### src/rtl/mem_read_seq.sv
module mem_read_seq #(
  parameter int AW   = 16,
  parameter int DW   = 16,
  parameter int NREG = 8,
  localparam int SW  = (NREG > 1) ? $clog2(NREG) : 1
) (
  input  logic          clk,
  input  logic          rst_n,
  input  logic          start,
  input  logic [AW-1:0] src_addr,
  input  logic [SW-1:0] dst_sel,
  input  logic [DW-1:0] mem_data,
  input  logic          mfc,
  output logic [AW-1:0] mem_addr,
  output logic          mem_rd,
  output logic [DW-1:0] ibus,
  output logic [SW-1:0] wr_sel,
  output logic          done
);

  typedef enum logic [1:0] {S_IDLE, S_WAIT, S_PUT} st_t;

  st_t           st;
  logic [AW-1:0] mar;
  logic [DW-1:0] mdr;
  logic [SW-1:0] dst_q;
  logic          rd_q;

  wire mar_ld      = (st == S_IDLE) && start;
  wire mdr_ld_mem  = (st == S_WAIT);
  wire mdr_drv_bus = (st == S_PUT);

  always_ff @(posedge clk) begin
    if (!rst_n) begin
      st    <= S_IDLE;
      mar   <= '0;
      mdr   <= '0;
      dst_q <= '0;
      rd_q  <= 1'b0;
    end else begin
      if (mar_ld) begin
        mar   <= src_addr;
        dst_q <= dst_sel;
        rd_q  <= 1'b1;
      end
      if (mdr_ld_mem) mdr <= mem_data;
      case (st)
        S_IDLE: if (start) st <= S_WAIT;
        S_WAIT: if (mfc) begin
          st   <= S_PUT;
          rd_q <= 1'b0;
        end
        S_PUT:  st <= S_IDLE;
        default: st <= S_IDLE;
      endcase
    end
  end

  assign mem_addr = mar;
  assign mem_rd   = rd_q;
  assign ibus     = mdr_drv_bus ? mdr : '0;
  assign done     = mdr_drv_bus;
  assign wr_sel   = dst_q;

  AST_RD_HOLDS:    assert property (@(posedge clk) disable iff (!rst_n) mem_rd && !mfc |=> mem_rd);
  AST_RD_RELEASE:  assert property (@(posedge clk) disable iff (!rst_n) mem_rd && mfc |=> !mem_rd && done);
  AST_BUS_DATA:    assert property (@(posedge clk) disable iff (!rst_n) mem_rd && mfc |=> ibus == $past(mem_data));
  AST_DONE_PULSE:  assert property (@(posedge clk) disable iff (!rst_n) done |=> !done);
  AST_BUS_QUIET:   assert property (@(posedge clk) disable iff (!rst_n) !done |-> ibus == '0);
  AST_ADDR_STABLE: assert property (@(posedge clk) disable iff (!rst_n) mem_rd && $past(mem_rd) |-> $stable(mem_addr));
  AST_IDLE_MFC:    assert property (@(posedge clk) disable iff (!rst_n) !mem_rd && !done && !start |=> !mem_rd && !done);

endmodule

### config.mk
export PLATFORM = sky130hd
export DESIGN_NAME = mem_read_seq
export DESIGN_NICKNAME = d
export VERILOG_FILES = /design/src/rtl/mem_read_seq.sv
export SDC_FILE = /design/constraint.sdc
export NUM_CORES = 1
export LEC_CHECK = 0
export ABC_CLOCK_PERIOD_IN_PS = 1100
export CAP_MARGIN = 20
export CORE_MARGIN = 5
export CORE_UTILIZATION = 37
export DETAILED_ROUTE_END_ITERATION = 8
export PLACE_DENSITY = 0.76
export SLEW_MARGIN = 30
export SYNTH_ARGS = -nofsm -noshare
export SYNTH_HDL_FRONTEND = slang
export SYNTH_SLANG_ARGS = --single-unit
### constraint.sdc
create_clock -name clk -period 1.1 [get_ports clk]
set_input_delay 0.11 -clock clk [delete_from_list [all_inputs] [get_ports clk]]
set_output_delay 0.11 -clock clk [all_outputs]
set_load 0.05 [all_outputs]
==> run summary <==
FF+latch count, synth: 38
Overflow after GRT: 0
Worst Hold Class: input port to flip-flop
Final setup margin: -0.1863 ns
Setup crit end kind: primary output
Residual DRC: 0
Pwr dens: 1102 nW/um^2
Initial Utilization: 37.88%
CTS Root Buffer Type: clkbuf_8
Vias per cell: 5.172
Height of the die: 76.53 microns
DR vias: 1712
DRT Wirelength: 5803 microns
Final count of negative-setup-slack endpoints: 51
VDD IR max: 0.8288 mV
Mapped Nets: 228
Worst path required time: 0.99 ns
Min Tclk post-route: 1.286 ns
Clock Skew: 0.006726 ns
H-tree depth: 2
CP Class: flip-flop to primary output
Worst slew margin: 84.99%
Max-cap violation count: 0
Max-slew violations: 0
CP max-delay cell: dfxtp_4
Final ANT Viol Nets: 0
Pleak: 1.321 nW
Pin slew with the least headroom to its limit: 0.2252 ns
Ant. Diodes: 0
Clk slew on worst S/H paths: 0.08 ns
Vias in the first global route: 1729
Die area: 5857 sq um
Hold Fails Final Rpt: 0
DR iter-0 viols: 45
Pin count of the biggest net entering global routing: 42
HPWL Detailed: 3386 microns
Final hold slack: 0.3088 ns
Core area: 4324 sq um
Die X: 76.53 microns
Critical path fanouts, max: 7
Synth Warn #: 0
Syn Std Cell Area: 1638 sq um
Nets: 317
Tot Pwr: 3.753 mW
Global router's overall resource usage: 17.45%
RePlAce Congestion: 0.7442
Outcome: finished, violations left
Failing checks: negative setup slack
Leading cell type in the layout, fill and taps excluded: buf_12
Tcrit/Tclk final: 116.9%
Post-CTS Hold Fix Bufs: 0
Share of cells above drive strength 1: 50.90%
Maximum clock frequency: 777.4 MHz
Post-synthesis sequential area ratio: 46.45%
Mean post-synth cell area: 8.666 sq um
TritonCTS clock tree: done
Sink Count: 38
Synth Instances: 189
Critical path arrival: 1.18 ns
Critical Path Start Type: flip-flop
RSZ-0062 raised after global routing: yes
Cell variety after synth: 26
CP Cell Sequence: buf_6, and3_4, buf_12
Leading cell types in the layout, fill and taps excluded: 40 x buf_12, 39 x nand2_1, 37 x clkdlybuf4s50_1
Synthesis-to-finish area growth: 107.9%
First-pass GRT wire length: 8300 microns
Core Rows: 24
DR pass1 iterations: 4
I/O Buffers: 75
Slowest Stage Delay on Critical Path: 0.42 ns
I/O pins: 76
WL/cell: 17.53 microns
Clk_lat worst skew: 0.29 ns
Clk buf depth: 2
Total CTS buffers: 5
Initial antenna violation count: 0
-- worst max-delay path: cells and delay by family, from the launching register on --
family	cells	cell delay (ns)
buffers and inverters	2	0.27
flip-flops	1	0.42
AND/OR/NAND/NOR	1	0.20
-- metal layers --
metal  routed length [microns]  global-route usage [%]
met1                      2320                   18.77
met2                      3015                   30.22
met3                       276                   6.265
met4                       191                   8.042
met5                         0                       0
-- what timing repair did --
action,in CTS,in global routing
gates resized for setup,35,72
pin swaps,1,38
gates cloned,2,3
setup endpoints to repair,52,53
buffers inserted,5,2
-- cell type report --
cell class / count / area [sq um]
tap: 52 / 65.06
sequential: 38 / 765.7
fill: 256 / 919.6
multi-input combinational: 132 / 1039
timing repair buffer: 99 / 1418
clock buffer: 8 / 110.1
inverter: 2 / 7.507
-- synthesized netlist by cell type (all sizes together) --
cell | instances | area share (%)
and3 | 18 | 7.3
nor2b | 1 | 0.53
dfxtp | 38 | 46
a211oi | 1 | 0.46
nor2 | 1 | 0.23
nand2b | 2 | 0.76
buf | 11 | 6.6
a21oi | 1 | 0.31
nand2 | 51 | 12
clkbuf | 6 | 2.1
inv | 2 | 0.46
nand3 | 19 | 6.1
nor3b | 1 | 1.1
o21ai | 21 | 6.6
a21boi | 16 | 9.2
-- worst paths after layout --
kind	from	end	cells past startpoint	slack (ns)
hold / removal	rst_n	mdr[0]$_SDFFE_PN0N_	3	0.31
setup reg to reg	st[1]$_SDFFE_PN0P_	wr_sel[0]$_SDFFE_PN0P_	6	-0.15
setup / recovery	st[1]$_SDFFE_PN0P_	ibus[15]	3	-0.19
hold reg to reg	mdr[0]$_SDFFE_PN0N_	mdr[0]$_SDFFE_PN0N_	2	0.46
-- registers in the layout (all words and copies together), names as in the netlist --
name / count
mem_addr: 16
wr_sel: 3
mem_rd: 1
mdr: 16
st: 2
-- stage by stage --
stage | std cells | TNS (ns) | setup WS (ns) | util [%] | cell area, sq um
after CTS | 328 | -4.554 | -0.1545 | 72.02 | 3114
after global routing | 331 | -8.825 | -0.2360 | 78.73 | 3405
after global placement | 313 | -3.093 | -0.1466 | 65.63 | 2838
after detailed placement | 313 | -4.796 | -0.2260 | 65.63 | 2838
final | 331 | -5.602 | -0.1863 | 78.73 | 3405
after floorplan | 189 | -0.1427 | -0.01585 | - | 1658
-- kinds of logic (layout without fill, tap and decap cells) --
logic type             count (synthesis)  count (layout)  share of synthesized area (%)
flip-flops                            38              38                          46.45
AO/OA/AOI/OAI                         39              39                          16.58
buffers and inverters                 19             109                          9.167
AND/OR/NAND/NOR                       93              93                          27.81
-- power by group --
| group | total, mW | switching [mW] | internal, mW |
|---|---|---|---|
| Clock | 1.12 | 0.485 | 0.633 |
| Sequential | 1.54 | 0.0816 | 1.46 |
| Combinational | 1.09 | 0.534 | 0.557 |
| Total | 3.75 | 1.10 | 2.65 |
No activity file was read; power rests on OpenSTA's default activity.
